$ cat config.mk
export PLATFORM = sky130hd
export DESIGN_NAME = flash_cmd_frontend
export DESIGN_NICKNAME = d
export VERILOG_FILES = /design/src/rtl/fcmd_pkg.sv /design/src/rtl/fcmd_cfg.sv /design/src/rtl/fcmd_launch.sv /design/src/rtl/fcmd_status.sv /design/src/rtl/flash_cmd_frontend.sv
export SDC_FILE = /design/constraint.sdc
export NUM_CORES = 1
export LEC_CHECK = 0
export BUFFER_PORTS_ARGS = -buffer_cell sky130_fd_sc_hd__buf_2
export CORE_ASPECT_RATIO = 0.75
export CORE_UTILIZATION = 35
export DETAILED_ROUTE_END_ITERATION = 6
export PLACE_DENSITY_LB_ADDON = 0.12
export SLEW_MARGIN = 20
export SYNTH_ARGS = -nofsm -noshare
export SYNTH_HDL_FRONTEND = slang
export SYNTH_SLANG_ARGS = --single-unit
$ cat constraint.sdc
create_clock -name clk -period 2.25 [get_ports clk]
set_clock_uncertainty 0.05 [all_clocks]
set_input_delay 0.45 -clock clk [delete_from_list [all_inputs] [get_ports clk]]
set_output_delay 0.45 -clock clk [all_outputs]
set_load 0.1 [all_outputs]
$ cat src/rtl/fcmd_pkg.sv
package fcmd_pkg;

  localparam int unsigned ADDR_W = 8;

  localparam logic [ADDR_W-1:0] OFS_MODE = 8'h00;
  localparam logic [ADDR_W-1:0] OFS_CMD  = 8'h04;
  localparam logic [ADDR_W-1:0] OFS_STAT = 8'h08;
  localparam logic [ADDR_W-1:0] OFS_RES  = 8'h0C;
  localparam logic [ADDR_W-1:0] OFS_VER  = 8'h14;
  localparam logic [ADDR_W-1:0] OFS_PROT = 8'hE4;

  localparam logic [7:0]  CMD_KEY  = 8'h5A;
  localparam logic [23:0] PROT_KEY = 24'h454643;

  localparam int unsigned ECC_BASE = 16;
  localparam int unsigned ECC_N    = 4;
  localparam int unsigned WS_W     = 4;

  typedef struct packed {
    logic            rdy_ie;
    logic [WS_W-1:0] ws;
    logic            seq_dis;
    logic            loop_en;
  } mode_t;

  // Defined opcode set: 0x00..0x05 and 0x07..0x15
  function automatic logic op_defined(input logic [7:0] op);
    return (op <= 8'h15) && (op != 8'h06);
  endfunction

endpackage

$ cat src/rtl/fcmd_cfg.sv
module fcmd_cfg
  import fcmd_pkg::*;
(
  input  logic        clk,
  input  logic        rst_i,
  input  logic        mode_wr,
  input  logic        prot_wr,
  input  logic        wd_ie,
  input  logic [3:0]  wd_ws,
  input  logic        wd_seq,
  input  logic        wd_loop,
  input  logic [23:0] wd_pkey,
  output mode_t       mode_q,
  output logic        prot_en_q
);

  mode_t mode_d;
  logic  prot_d;
  logic  mode_ce;
  logic  prot_ce;

  always_comb begin
    mode_ce = mode_wr && !prot_en_q;
    prot_ce = prot_wr && (wd_pkey == PROT_KEY);
    mode_d  = mode_q;
    prot_d  = prot_en_q;
    if (mode_ce) begin
      mode_d.rdy_ie  = wd_ie;
      mode_d.ws      = wd_ws;
      mode_d.seq_dis = wd_seq;
      mode_d.loop_en = wd_loop;
    end
    if (prot_ce) prot_d = wd_ie;
  end

  always_ff @(posedge clk or negedge rst_i) begin
    if (!rst_i) begin
      mode_q    <= '0;
      prot_en_q <= 1'b0;
    end else begin
      mode_q    <= mode_d;
      prot_en_q <= prot_d;
    end
  end

endmodule

$ cat src/rtl/fcmd_launch.sv
module fcmd_launch
  import fcmd_pkg::*;
#(
  parameter int unsigned OP_W  = 8,
  parameter int unsigned ARG_W = 16,
  parameter int unsigned RES_W = 32
) (
  input  logic             clk,
  input  logic             rst_i,
  input  logic             cmd_wr,
  input  logic [7:0]       wd_key,
  input  logic [OP_W-1:0]  wd_op,
  input  logic [ARG_W-1:0] wd_arg,
  input  logic             eng_done,
  input  logic [RES_W-1:0] eng_result,
  output logic             launch,
  output logic             reject,
  output logic             busy_q,
  output logic             start_q,
  output logic [OP_W-1:0]  op_q,
  output logic [ARG_W-1:0] arg_q,
  output logic [RES_W-1:0] res_q
);

  logic             keyed;
  logic             op_ok;
  logic             busy_d;
  logic [OP_W-1:0]  op_d;
  logic [ARG_W-1:0] arg_d;
  logic [RES_W-1:0] res_d;

  always_comb begin
    keyed  = cmd_wr && (wd_key == CMD_KEY);
    op_ok  = op_defined(8'(wd_op));
    launch = keyed && op_ok && !busy_q;
    reject = keyed && (!op_ok || busy_q);

    busy_d = busy_q;
    if (launch)        busy_d = 1'b1;
    else if (eng_done) busy_d = 1'b0;

    op_d  = launch ? wd_op  : op_q;
    arg_d = launch ? wd_arg : arg_q;
    res_d = (eng_done && busy_q) ? eng_result : res_q;
  end

  always_ff @(posedge clk or negedge rst_i) begin
    if (!rst_i) begin
      busy_q  <= 1'b0;
      start_q <= 1'b0;
      op_q    <= '0;
      arg_q   <= '0;
      res_q   <= '0;
    end else begin
      busy_q  <= busy_d;
      start_q <= launch;
      op_q    <= op_d;
      arg_q   <= arg_d;
      res_q   <= res_d;
    end
  end

endmodule

$ cat src/rtl/fcmd_status.sv
module fcmd_status
  import fcmd_pkg::*;
(
  input  logic             clk,
  input  logic             rst_i,
  input  logic             busy,
  input  logic             launch,
  input  logic             reject,
  input  logic             cmd_wr,
  input  logic             stat_rd,
  input  logic             lock_in,
  input  logic             flash_in,
  input  logic [ECC_N-1:0] ecc_in,
  output logic             ready,
  output logic             cmd_err_q,
  output logic [31:0]      stat_word
);

  localparam int unsigned HI_PAD = 32 - ECC_BASE - ECC_N;

  logic             cmd_err_d;
  logic             lock_q, lock_d;
  logic             flash_q, flash_d;
  logic [ECC_N-1:0] ecc_q;

  always_comb begin
    ready = !busy;

    cmd_err_d = cmd_err_q;
    if (reject)                  cmd_err_d = 1'b1;
    else if (cmd_wr || stat_rd)  cmd_err_d = 1'b0;

    lock_d = lock_q;
    if (lock_in)      lock_d = 1'b1;
    else if (stat_rd) lock_d = 1'b0;

    flash_d = flash_q;
    if (flash_in)    flash_d = 1'b1;
    else if (launch) flash_d = 1'b0;

    stat_word = {{HI_PAD{1'b0}}, ecc_q, {(ECC_BASE-4){1'b0}},
                 flash_q, lock_q, cmd_err_q, ready};
  end

  always_ff @(posedge clk or negedge rst_i) begin
    if (!rst_i) begin
      cmd_err_q <= 1'b0;
      lock_q    <= 1'b0;
      flash_q   <= 1'b0;
    end else begin
      cmd_err_q <= cmd_err_d;
      lock_q    <= lock_d;
      flash_q   <= flash_d;
    end
  end

  for (genvar g = 0; g < ECC_N; g++) begin : g_ecc
    logic e_d;
    always_comb begin
      e_d = ecc_q[g];
      if (ecc_in[g])    e_d = 1'b1;
      else if (stat_rd) e_d = 1'b0;
    end
    always_ff @(posedge clk or negedge rst_i) begin
      if (!rst_i) ecc_q[g] <= 1'b0;
      else        ecc_q[g] <= e_d;
    end
  end

endmodule

$ cat src/rtl/flash_cmd_frontend.sv
module flash_cmd_frontend
  import fcmd_pkg::*;
#(
  parameter logic [11:0] VERSION = 12'h13A,
  parameter logic [2:0]  FIX     = 3'd2
) (
  input  logic              clk,
  input  logic              rst_n,
  input  logic [ADDR_W-1:0] bus_addr,
  input  logic              bus_wr,
  input  logic              bus_rd,
  input  logic [31:0]       bus_wdata,
  output logic [31:0]       bus_rdata,
  output logic              eng_start,
  output logic [7:0]        eng_opcode,
  output logic [15:0]       eng_arg,
  input  logic              eng_done,
  input  logic [31:0]       eng_result,
  input  logic              eng_lock_err,
  input  logic              eng_flash_err,
  input  logic [ECC_N-1:0]  ecc_err,
  output logic [WS_W-1:0]   cfg_ws,
  output logic              cfg_seq_dis,
  output logic              cfg_loop_en,
  output logic              irq
);

  logic [1:0]  rst_sync;
  logic        rst_i;
  logic        mode_wr, prot_wr, cmd_wr, stat_rd;
  logic        launch, reject, busy, ready, cmd_err;
  logic        prot_en;
  mode_t       mode;
  logic [31:0] stat_word;
  logic [31:0] res_word;

  always_ff @(posedge clk or negedge rst_n) begin
    if (!rst_n) rst_sync <= 2'b00;
    else        rst_sync <= {rst_sync[0], 1'b1};
  end
  assign rst_i = rst_sync[1];

  always_comb begin
    mode_wr = bus_wr && (bus_addr == OFS_MODE);
    prot_wr = bus_wr && (bus_addr == OFS_PROT);
    cmd_wr  = bus_wr && (bus_addr == OFS_CMD);
    stat_rd = bus_rd && (bus_addr == OFS_STAT);
  end

  fcmd_cfg u_cfg (
    .clk       (clk),
    .rst_i     (rst_i),
    .mode_wr   (mode_wr),
    .prot_wr   (prot_wr),
    .wd_ie     (bus_wdata[0]),
    .wd_ws     (bus_wdata[11:8]),
    .wd_seq    (bus_wdata[16]),
    .wd_loop   (bus_wdata[26]),
    .wd_pkey   (bus_wdata[31:8]),
    .mode_q    (mode),
    .prot_en_q (prot_en)
  );

  fcmd_launch #(.OP_W(8), .ARG_W(16), .RES_W(32)) u_launch (
    .clk        (clk),
    .rst_i      (rst_i),
    .cmd_wr     (cmd_wr),
    .wd_key     (bus_wdata[31:24]),
    .wd_op      (bus_wdata[7:0]),
    .wd_arg     (bus_wdata[23:8]),
    .eng_done   (eng_done),
    .eng_result (eng_result),
    .launch     (launch),
    .reject     (reject),
    .busy_q     (busy),
    .start_q    (eng_start),
    .op_q       (eng_opcode),
    .arg_q      (eng_arg),
    .res_q      (res_word)
  );

  fcmd_status u_status (
    .clk       (clk),
    .rst_i     (rst_i),
    .busy      (busy),
    .launch    (launch),
    .reject    (reject),
    .cmd_wr    (cmd_wr),
    .stat_rd   (stat_rd),
    .lock_in   (eng_lock_err),
    .flash_in  (eng_flash_err),
    .ecc_in    (ecc_err),
    .ready     (ready),
    .cmd_err_q (cmd_err),
    .stat_word (stat_word)
  );

  always_comb begin
    unique case (bus_addr)
      OFS_MODE: bus_rdata = {5'b0, mode.loop_en, 9'b0, mode.seq_dis,
                             4'b0, mode.ws, 7'b0, mode.rdy_ie};
      OFS_STAT: bus_rdata = stat_word;
      OFS_RES:  bus_rdata = res_word;
      OFS_VER:  bus_rdata = {13'b0, FIX, 4'b0, VERSION};
      OFS_PROT: bus_rdata = {31'b0, prot_en};
      default:  bus_rdata = 32'h0;
    endcase
    cfg_ws      = mode.ws;
    cfg_seq_dis = mode.seq_dis;
    cfg_loop_en = mode.loop_en;
    irq         = ready && mode.rdy_ie;
  end

endmodule

==> results.yml, run 1 <==
sta:
  setup_viol: 31
  finalCritPeriodShare_pct: 106
  finalHoldViolations: 0
  rsz0062_at_grt: "yes"
  fin_ws_ns: -0.145
  period_needed_ns: 2.39
  tightest_slew_ns: 0.540
  slew_headroom_pct: 64.0
  maxSlewViolCount: 0
  fmax_mhz: 418
die:
  dieArea_um2: 9980
  fp.dieW_um: 115
  ios: 147
  fp.dieH_um: 86.8
  core_area_um2: 9160
  num_rows: 30
  start_util_pct: 36.6
worst_setup_path:
  crit_family: "simple AND/OR/NAND/NOR gates"
  worstPathRequired_ns: 1.75
  rrSetupSlack_ns: 0.43
  path_class: "input pin to primary output"
  reg2reg_depth: 5
  worstPathMaxFanout: 22
  worst-path-buf-inv: 3
  startpoint_type: "input pin"
  cp_slowest_cell: "or3_4"
  cp.depth: 7
  setup.worst_path.end_class: "primary output"
  worst_path_most_repeated_cell: "buf_12"
  timing.rr.end: "u_launch.arg_q[12]$_DFFE_PN0P_"
  crit_chain: "buf_6 > or3_4 > or2_4 > nor2_4 > buf_12 > a221o_4 > buf_12"
  crit_arrival_ns: 1.89
  worstReg2RegStart: "u_launch.busy_q$_DFFE_PN0P_"
  max_stage_delay_ns: 0.41
synthesis:
  synthAdderAreaFrac_pct: 0
  ys_ff_latch: 75
  ys.flop_type: "dfrtp_1"
  synth_nets: 319
  synth.cell_area_um2: 3350
  synth.area.mux_share_pct: 22.7
  synth.distinct_cells: 39
  synth_xor_area_share_pct: 0
  synth-async-reset-ratio_pct: 100
  syn_inst: 236
  synth-edff-count: 0
  synth-simple-area-share_pct: 11.9
  synth_warnings: 0
  synth_compound_area_share_pct: 6.49
  syn_area_per_cell_um2: 14.2
  synth_top_family_by_area: "multiplexers"
  seq_area_frac_synth_pct: 56.0
global_route:
  grtUsageMet1_pct: 23.2
  grt_max_degree: 42
  busiest_layer: "met2"
  gr-usage-met3_pct: 6.15
  antenna_found_initial: 0
  use_met2_pct: 30.6
  grt_pass1_vias: 2677
  track_usage_pct: 18.5
  grt_overflow: 0
  grt_pass1_wl_um: 13700
min_path:
  hold_depth: 2
  hold_path_class: "input pin to register"
  hold_start: "ecc_err[2]"
  hold_path_end: "u_status.stat_word[18]$_DFFE_PN0P_"
clock_tree:
  clk_latency_ns: 0.33
  htree_levels: 3
  root_buffer: "clkbuf_16"
  clk_path_buf_depth: 2
  clkSinkCount: 75
  clk_pin_slew_ns: 0.05
  cts_buffers: 9
  tritoncts: "done"
place:
  hpwl_um: 6620
  pre_cts_ws_ns: -0.162
  globalplace.congestion: 0.717
  io_buffers: 146
  place_inst: 517
drt:
  drt_iter0_drc: 62
  drcViolationCount: 0
  viasPerCell: 4.68
  routed_wl_um: 8560
  drt-pass1-iter-count: 3
  routedWlPerCell_um: 16.0
  postRouteAntennaNets: 0
  vias: 2504
pwr:
  vdd_drop_max_mv: 0.511
  p_per_area_nw_per_um2: 606
  p_leak_uw: 0.00279
finish:
  n_antenna_cell: 0
  final.fill_count: 767
  layout.cells.most_common_list: "buf_2 (111), dfrtp_1 (74), mux2_2 (49)"
  layout_commonest_cell: "buf_2"
  drive_gt1_share_pct: 71.5
  stdcell_count: 535
  area_growth_pct: 61.7
  nNetsFinal: 485
outcome:
  violations: "setup timing"
  status: "finished, violations left"
flow_run:
  drv_cap: 0
[worst register-to-register path: stages (launching register included)]
cell,delay (ns)
dfrtp_1,0.41
nor4_1,0.30
o21ai_0,0.21
nand4b_4,0.23
buf_12,0.20
mux2_4,0.31
[report_power, final]
part           internal, uW  switching [uW]
combinational           133             141
clock                  1030             522
sequential             1410            49.2
[cell usage after synthesis, types with 2 or more instances]
| library cell | count | area share (%) |
|---|---|---|
| dfrtp_1 | 75 | 56 |
| mux2_2 | 49 | 16 |
| and2_1 | 20 | 3.7 |
| mux2_4 | 14 | 6.3 |
| a21o_1 | 8 | 1.8 |
| a22o_1 | 7 | 1.8 |
| nand2_1 | 5 | 0.56 |
| nor2_1 | 5 | 0.56 |
| a221o_1 | 4 | 1.2 |
| buf_4 | 4 | 0.90 |
| inv_1 | 4 | 0.45 |
| buf_1 | 3 | 0.34 |
| nor4bb_1 | 3 | 0.90 |
| a22oi_1 | 2 | 0.45 |
| buf_6 | 2 | 0.67 |
| clkbuf_1 | 2 | 0.22 |
| nand3_1 | 2 | 0.30 |
| nand4_1 | 2 | 0.37 |
| nor3_1 | 2 | 0.30 |
| nor4b_1 | 2 | 0.52 |
| o21ai_0 | 2 | 0.30 |
| or3_1 | 2 | 0.37 |
[kinds of logic after synthesis]
| group | count (synthesis) |
|---|---|
| flops | 75 |
| compound gates | 27 |
| other cells | 1 |
| buf+inv | 16 |
| mux | 63 |
| simple gates | 54 |
[state kept, by name, indices dropped and copies added (netlist names)]
register            flops
u_launch.res_q         32
u_launch.busy_q         1
rst_sync                2
u_status.lock_q         1
u_status.flash_q        1
u_status.cmd_err_q      1
u_status.stat_word      4
u_cfg.mode_q            7
u_launch.op_q           8
u_cfg.prot_en_q         1
u_launch.start_q        1
u_launch.arg_q         16
[per-layer routing]
layer  part of all wire (%)  wire length (um)  up-vias
met4                   0.96                82        0
met2                     48              4090       74
met1                     45              3870     1237
li1                       -                 -     1184
met3                    6.1               520        9
met5                      0                 0        -
[through the flow]
step	total power (uW)	cell area (um^2)	hold WS, ns	TNS [ns]	utilization, %
floorplan	1620	3590	0.104	-1.05	-
global placement	1740	5030	0.189	-3.43	54.9
detailed placement	1750	5030	0.190	-4.09	54.9
CTS	3330	5400	0.233	-3.55	59.0
global route	3420	5420	0.237	-4.46	59.2
finish	3280	5420	0.249	-3.34	59.2
[what timing repair did]
action | CTS | global route
buffers inserted | 0 | 1
endpoints found under the setup margin | 31 | 31
hold endpoints to repair | 2 | 0
resized for setup | 6 | 2
pin swaps | 1 | 3
hold buffers | 1 | 0
[final cells by class]
cell class,count,area [um^2],area share [%]
Timing Repair Buffer,167,1430,26.4
Sequential cell,75,1880,34.7
Clock buffer,12,256,4.73
Inverter,4,15.0,0.277
Clock inverter,4,73.8,1.36
Multi-Input combinational cell,145,1600,29.6
Tap cell,128,160,2.95
[how the worst max path moves through the flow]
stage                           start       endpoint  slack (ns)
after floorplan           bus_addr[3]   bus_rdata[0]       -0.19
after global placement    bus_addr[4]   bus_rdata[1]       -0.15
after detailed placement  bus_addr[4]   bus_rdata[3]       -0.16
after CTS                 bus_addr[5]  bus_rdata[17]       -0.15
after global routing      bus_addr[5]  bus_rdata[17]       -0.19
final                     bus_addr[5]  bus_rdata[17]       -0.14
No activity file was read; power rests on OpenSTA's default activity.
==> inputs of run 2 (changes only) <==
--- a/config.mk
+++ b/config.mk
@@ -6,8 +6,10 @@
 export NUM_CORES = 1
 export LEC_CHECK = 0
 export BUFFER_PORTS_ARGS = -buffer_cell sky130_fd_sc_hd__buf_2
+export CELL_PAD_IN_SITES_DETAIL_PLACEMENT = 1
+export CELL_PAD_IN_SITES_GLOBAL_PLACEMENT = 2
 export CORE_ASPECT_RATIO = 0.75
-export CORE_UTILIZATION = 35
+export CORE_UTILIZATION = 27
 export DETAILED_ROUTE_END_ITERATION = 6
 export PLACE_DENSITY_LB_ADDON = 0.12
 export SLEW_MARGIN = 20
==> run 2 against run 1 <==
Compared with the run above: the run still ends with setup timing left; worst hold slack worse by 0.10 ns; combinational power up 4%; largest power group unchanged; critical path type unchanged; critical endpoint is now bus_rdata[8]; maximum frequency down 1.5%; total power down 2.4%; global-route usage down 2.5 points; critical path depth up 1; flip-flop and latch count unchanged; clock power down 5%; highest routed layer is now met5; sequential share of layout area down 0.94 points; core utilization down 12 points; count of clock-buffer cells in the layout unchanged.
==> results.yml, run 2 (synthesis gave the netlist of run 1 again) <==
outcome:
  status: "finished, violations left"
  violations: "setup timing"
pwr:
  p_comb_share_pct: 8.9
  finalPower_uw: 3210
  netSwitchingPower_uw: 743
  intPower_uw: 2460
  switching_share_pct: 23.2
  p_leak_uw: 0.00284
  pwr-share-clk_pct: 45.9
  power_frac_seq_pct: 45.2
  p_per_area_nw_per_um2: 575
  vdd_drop_max_mv: 0.302
finish:
  top_register: "u_launch.res_q"
  drive_gt1_share_pct: 72.0
  layout.cells.most_common_list: "buf_2 (110), dfrtp_1 (74), mux2_2 (49)"
  layout_commonest_cell: "buf_2"
  nNetsFinal: 493
  final.fill_count: 1260
  area_growth_pct: 66.2
  largest_reg_flops: 32
  top_regs: "u_launch.res_q x32, u_launch.arg_q x16, u_launch.op_q x8"
  stdcell_count: 578
place:
  io_buffers: 146
  globalplace.congestion: 0.686
  hpwl_um: 7050
  place_inst: 552
drt:
  drt_iter0_drc: 50
  routedWlPerCell_um: 16.7
  postRouteAntennaNets: 0
  viasPerCell: 4.45
  drcViolationCount: 0
  routed_wl_um: 9630
  vias: 2571
  drt-pass1-iter-count: 4
worst_setup_path:
  worstPathRequired_ns: 1.75
  worstPathMaxFanout: 9
  startpoint_type: "input pin"
  crit_arrival_ns: 1.93
  setup.worst_path.end_class: "primary output"
  path_class: "input pin to primary output"
  reg2reg_depth: 5
clock_tree:
  cts_buffers: 9
  htree_levels: 3
  clk_path_buf_depth: 2
  clkSinkCount: 75
  root_buffer: "clkbuf_16"
  clk_pin_slew_ns: 0.06
  tritoncts: "done"
  clk_latency_ns: 0.33
sta:
  finalHoldViolations: 0
  finalCritPeriodShare_pct: 108
  rsz0062_at_grt: "yes"
  fmax_mhz: 411
  setup_viol: 31
  period_needed_ns: 2.43
  fin_tns_setup_ns: -4.54
  maxSlewViolCount: 0
  fin_ws_ns: -0.181
die:
  num_rows: 34
  ios: 147
  dieArea_um2: 12900
  fp.dieH_um: 98.5
  start_util_pct: 28.3
  fp.dieW_um: 131
  core_area_um2: 11800
global_route:
  grt_max_degree: 58
  grt_pass1_vias: 2790
  grt_pass1_wl_um: 15200
  grt_overflow: 0
  antenna_found_initial: 2
  track_usage_pct: 16.0
min_path:
  hold_path_class: "register to async pin"
flow_run:
  drv_cap: 0
==> run 2: changes by cell type in the layout (fill, tap and decap cells not counted), sizes merged <==
cell / change
buf: +7
bufinv: -1
clkbuf: +1
clkinv: +1
diode: +1
==> run 2: what timing repair did <==
action                                  CTS  global route
hold buffers                              1             0
setup buffers                             3             3
hold endpoints to repair                  2             0
endpoints found under the setup margin   31            31
cloned                                    2             1
gates resized for setup                   7             2
pin swaps                                 1             1
==> run 2: critical path, stage by stage <==
cell,delay [ns]
buf_6,0.09
or3_4,0.40
or2_4,0.25
nor2_4,0.13
buf_12,0.14
buf_12,0.12
a221o_4,0.17
buf_12,0.17
==> run 2: metal layers <==
layer	wire length, um	GRT usage, %
met4	92	4.51
met2	4470	24.1
met5	13	0
met1	4320	21.1
met3	722	6.35
==> run 2: cell type report <==
| cell class | instances | area [um^2] | share of cell area [%] |
|---|---|---|---|
| antenna | 1 | 2.50 | 0.0449 |
| clock buffer | 12 | 256 | 4.60 |
| clock inverter | 4 | 48.8 | 0.876 |
| inverter | 4 | 15.0 | 0.269 |
| multi-input combinational | 145 | 1600 | 28.7 |
| sequential | 75 | 1880 | 33.8 |
| tap | 162 | 203 | 3.64 |
| timing repair buffer | 175 | 1570 | 28.1 |
==> run 2: final timing paths <==
path,startpoint,end,slack (ns)
worst max-delay path,bus_addr[5],bus_rdata[8],-0.18
worst min-delay path,rst_sync[1]$_DFF_PN0_,u_launch.start_q$_DFF_PN0_,0.15
worst max register to register,u_launch.busy_q$_DFFE_PN0P_,u_launch.arg_q[15]$_DFFE_PN0P_,0.38
worst min register to register,rst_sync[1]$_DFF_PN0_,u_launch.start_q$_DFF_PN0_,0.15
max in group asynchronous,rst_sync[1]$_DFF_PN0_,u_launch.res_q[26]$_DFFE_PN0P_,1.41
min in group clk,ecc_err[0],u_status.stat_word[16]$_DFFE_PN0P_,0.24
==> run 2: power groups by stage <==
stage          clock network [uW]  logic [uW]  registers (uW)
2_1_floorplan                   0         128            1490
5_1_grt                      1570         314            1460
3_5_place_dp                    0         282            1480
3_3_place_gp                    0         276            1470
4_1_cts                      1530         291            1450
6_report                     1470         286            1450
==> run 2: stage by stage <==
step / setup WS [ns] / util [%] / instance area [um^2] / hold slack (ns)
6_report: -0.181 / 47.1 / 5570 / 0.148
4_1_cts: -0.174 / 46.9 / 5540 / 0.158
3_5_place_dp: -0.194 / 43.2 / 5110 / 0.151
3_3_place_gp: -0.160 / 43.2 / 5110 / 0.155
2_1_floorplan: -0.194 / - / 3590 / 0.104
5_1_grt: -0.220 / 47.1 / 5570 / 0.175
==> inputs of run 3 (changes only) <==
--- a/config.mk
+++ b/config.mk
@@ -5,11 +5,12 @@
 export SDC_FILE = /design/constraint.sdc
 export NUM_CORES = 1
 export LEC_CHECK = 0
+export ABC_AREA = 1
 export BUFFER_PORTS_ARGS = -buffer_cell sky130_fd_sc_hd__buf_2
 export CELL_PAD_IN_SITES_DETAIL_PLACEMENT = 1
 export CELL_PAD_IN_SITES_GLOBAL_PLACEMENT = 2
 export CORE_ASPECT_RATIO = 0.75
-export CORE_UTILIZATION = 27
+export CORE_UTILIZATION = 24
 export DETAILED_ROUTE_END_ITERATION = 6
 export PLACE_DENSITY_LB_ADDON = 0.12
 export SLEW_MARGIN = 20
==> run 3 against run 2 <==
Compared with the run above: total power fell by 0.84%; final area fell by 2.9%; largest cell class unchanged; final cell count rose by 34%; the flow now finishes without violations; worst setup slack improved by 0.29 ns; global-route usage fell by 0.53 points; critical path depth fell by 1; core utilization fell by 9.7 points; synthesized cell count rose by 76%.
==> results.yml, run 3 <==
outcome:
  status: "completed"
synthesis:
  synth.distinct_cells: 27
  synth-edff-count: 0
  ys_ff_latch: 75
  syn_area_per_cell_um2: 8.56
  synth.cell_area_um2: 3550
  yosys.area.top_type: "dfrtp_1"
  yosys-top-cells-area: "dfrtp_1 (53%), nand2_1 (9.1%), nor2_1 (5.9%)"
  synth_nets: 498
  ys.flop_type: "dfrtp_1"
  synth_warnings: 0
  syn_inst: 415
  synth.most_common_cell: "nand2_1"
  synth.top_cell.area_share_pct: 52.8
  seq_area_frac_synth_pct: 52.8
  yosys-top-cells-count: "nand2_1 (86), dfrtp_1 (75), nor2_1 (56)"
  synth-async-reset-ratio_pct: 100
pwr:
  intPower_uw: 2410
  p_comb_share_pct: 9.7
  p_per_area_nw_per_um2: 587
  pwr-share-clk_pct: 44.9
  vdd_drop_max_mv: 0.366
  finalPower_uw: 3180
  netSwitchingPower_uw: 769
  power_frac_seq_pct: 45.4
  switching_share_pct: 24.2
  p_leak_uw: 0.00297
clock_tree:
  root_buffer: "clkbuf_16"
  clk_pin_slew_ns: 0.06
  tritoncts: "done"
  clk_latency_ns: 0.33
  clkSinkCount: 75
  cts_buffers: 9
  cts_setup_buffers: 0
  htree_levels: 3
  clk_path_buf_depth: 2
sta:
  fmax_mhz: 466
  setup_viol: 0
  maxSlewViolCount: 0
  period_needed_ns: 2.15
  finalCritPeriodShare_pct: 95.4
  rsz0062_at_grt: "no"
  fin_ws_ns: 0.104
  finalHoldViolations: 0
worst_setup_path:
  worstPathMaxFanout: 5
  timing.rr.end: "u_launch.op_q[6]$_DFFE_PN0P_"
  worstSetupStartpoint: "bus_addr[0]"
  setup.worst_path.end_class: "primary output"
  startpoint_type: "input pin"
  reg2reg_depth: 6
  rrSetupSlack_ns: 0.62
  crit_end: "bus_rdata[16]"
  worstReg2RegStart: "u_launch.busy_q$_DFFE_PN0P_"
  path_class: "input pin to primary output"
  worstPathRequired_ns: 1.75
  crit_arrival_ns: 1.65
global_route:
  track_usage_pct: 15.5
  grt_max_degree: 48
  grt_pass1_vias: 3542
  antenna_found_initial: 2
  grt_overflow: 0
  grt_pass1_wl_um: 18200
finish:
  nNetsFinal: 650
  stdcell_count: 772
  fin_area_um2: 5410
  n_antenna_cell: 0
  area_growth_pct: 52.3
  largest_reg_flops: 32
  top_register: "u_launch.res_q"
  top_regs: "u_launch.res_q x32, u_launch.arg_q x16, u_launch.op_q x8"
  drive_gt1_share_pct: 38.3
  layout_commonest_cell: "buf_2"
  layout.cells.most_common_list: "buf_2 (114), nand2_1 (84), dfrtp_1 (74)"
place:
  hpwl_um: 8650
  place_inst: 755
  pre_cts_ws_ns: 0.0891
  io_buffers: 146
  place_area_um2: 5090
  globalplace.congestion: 0.749
die:
  dieArea_um2: 15300
  num_rows: 38
  fp.dieH_um: 107
  ios: 147
  core_area_um2: 14500
  start_util_pct: 24.6
  fp.dieW_um: 142
drt:
  drt-pass1-iter-count: 4
  drcViolationCount: 0
  drt_iter0_drc: 75
  vias: 3274
  routedWlPerCell_um: 14.5
  postRouteAntennaNets: 0
  viasPerCell: 4.24
  routed_wl_um: 11200
min_path:
  hold_path_class: "register to async pin"
flow_run:
  drv_cap: 0
-- run 3: cell type report --
type,instances,area [um^2]
Sequential cell,75,1880
Clock inverter,5,52.6
Multi-Input combinational cell,261,1390
Clock buffer,11,243
Fill cell,1753,9040
Inverter,57,216
Timing Repair Buffer,163,1380
Tap cell,200,250
-- run 3: what timing repair did --
item                                   CTS  global route
endpoints found under the hold margin    2             0
setup endpoints to repair                0             1
hold buffers                             1             0
resized for setup                        0             3
-- run 3: worst min path at each step --
| stage | from | to | slack [ns] |
|---|---|---|---|
| finish | rst_sync[1]$_DFF_PN0_ | u_launch.op_q[6]$_DFFE_PN0P_ | 0.20 |
| global route | rst_sync[1]$_DFF_PN0_ | u_launch.op_q[6]$_DFFE_PN0P_ | 0.24 |
| detailed placement | rst_n | rst_sync[0]$_DFF_PN0_ | 0.19 |
| global placement | rst_n | rst_sync[0]$_DFF_PN0_ | 0.19 |
| floorplan | rst_n | rst_sync[0]$_DFF_PN0_ | 0.10 |
| CTS | rst_sync[1]$_DFF_PN0_ | u_launch.op_q[6]$_DFFE_PN0P_ | 0.22 |
-- run 3: power groups by stage --
stage / clock network, uW / registers, uW / logic, uW
final: 1430 / 1440 / 309
after global routing: 1540 / 1450 / 341
after CTS: 1480 / 1440 / 315
after detailed placement: 0 / 1470 / 313
after global placement: 0 / 1470 / 307
after floorplan: 0 / 1480 / 155
-- run 3: routing by layer --
metal	track usage, %	part of all wire, %	wire [um]
met5	0	0.12	13
met4	3.69	0.92	103
met3	4.63	6.1	686
met2	24.9	45	5100
met1	20.2	47	5310
-- run 3: per-stage QoR --
stage	setup TNS, ns	hold WS, ns	util, %
finish	0	0.198	37.4
global placement	0	0.188	35.2
detailed placement	0	0.192	35.2
floorplan	-11.14	0.104	-
global route	0	0.243	37.4
CTS	0	0.224	37.4
-- run 3: kinds of logic after synthesis --
family	after synthesis	synth area share, %
other	1	0.106
multiplexers	15	4.76
buffers and inverters	79	9.79
flip-flops	75	52.8
AO/OA/AOI/OAI	37	5.88
AND/OR/NAND/NOR	208	26.6
-- run 3: critical path, cell delays in order --
cell       delay (ns)
buf_2            0.11
inv_2            0.04
nand2_2          0.11
nor3_4           0.21
nand2_4          0.10
o211ai_1         0.34
clkbuf_16        0.28
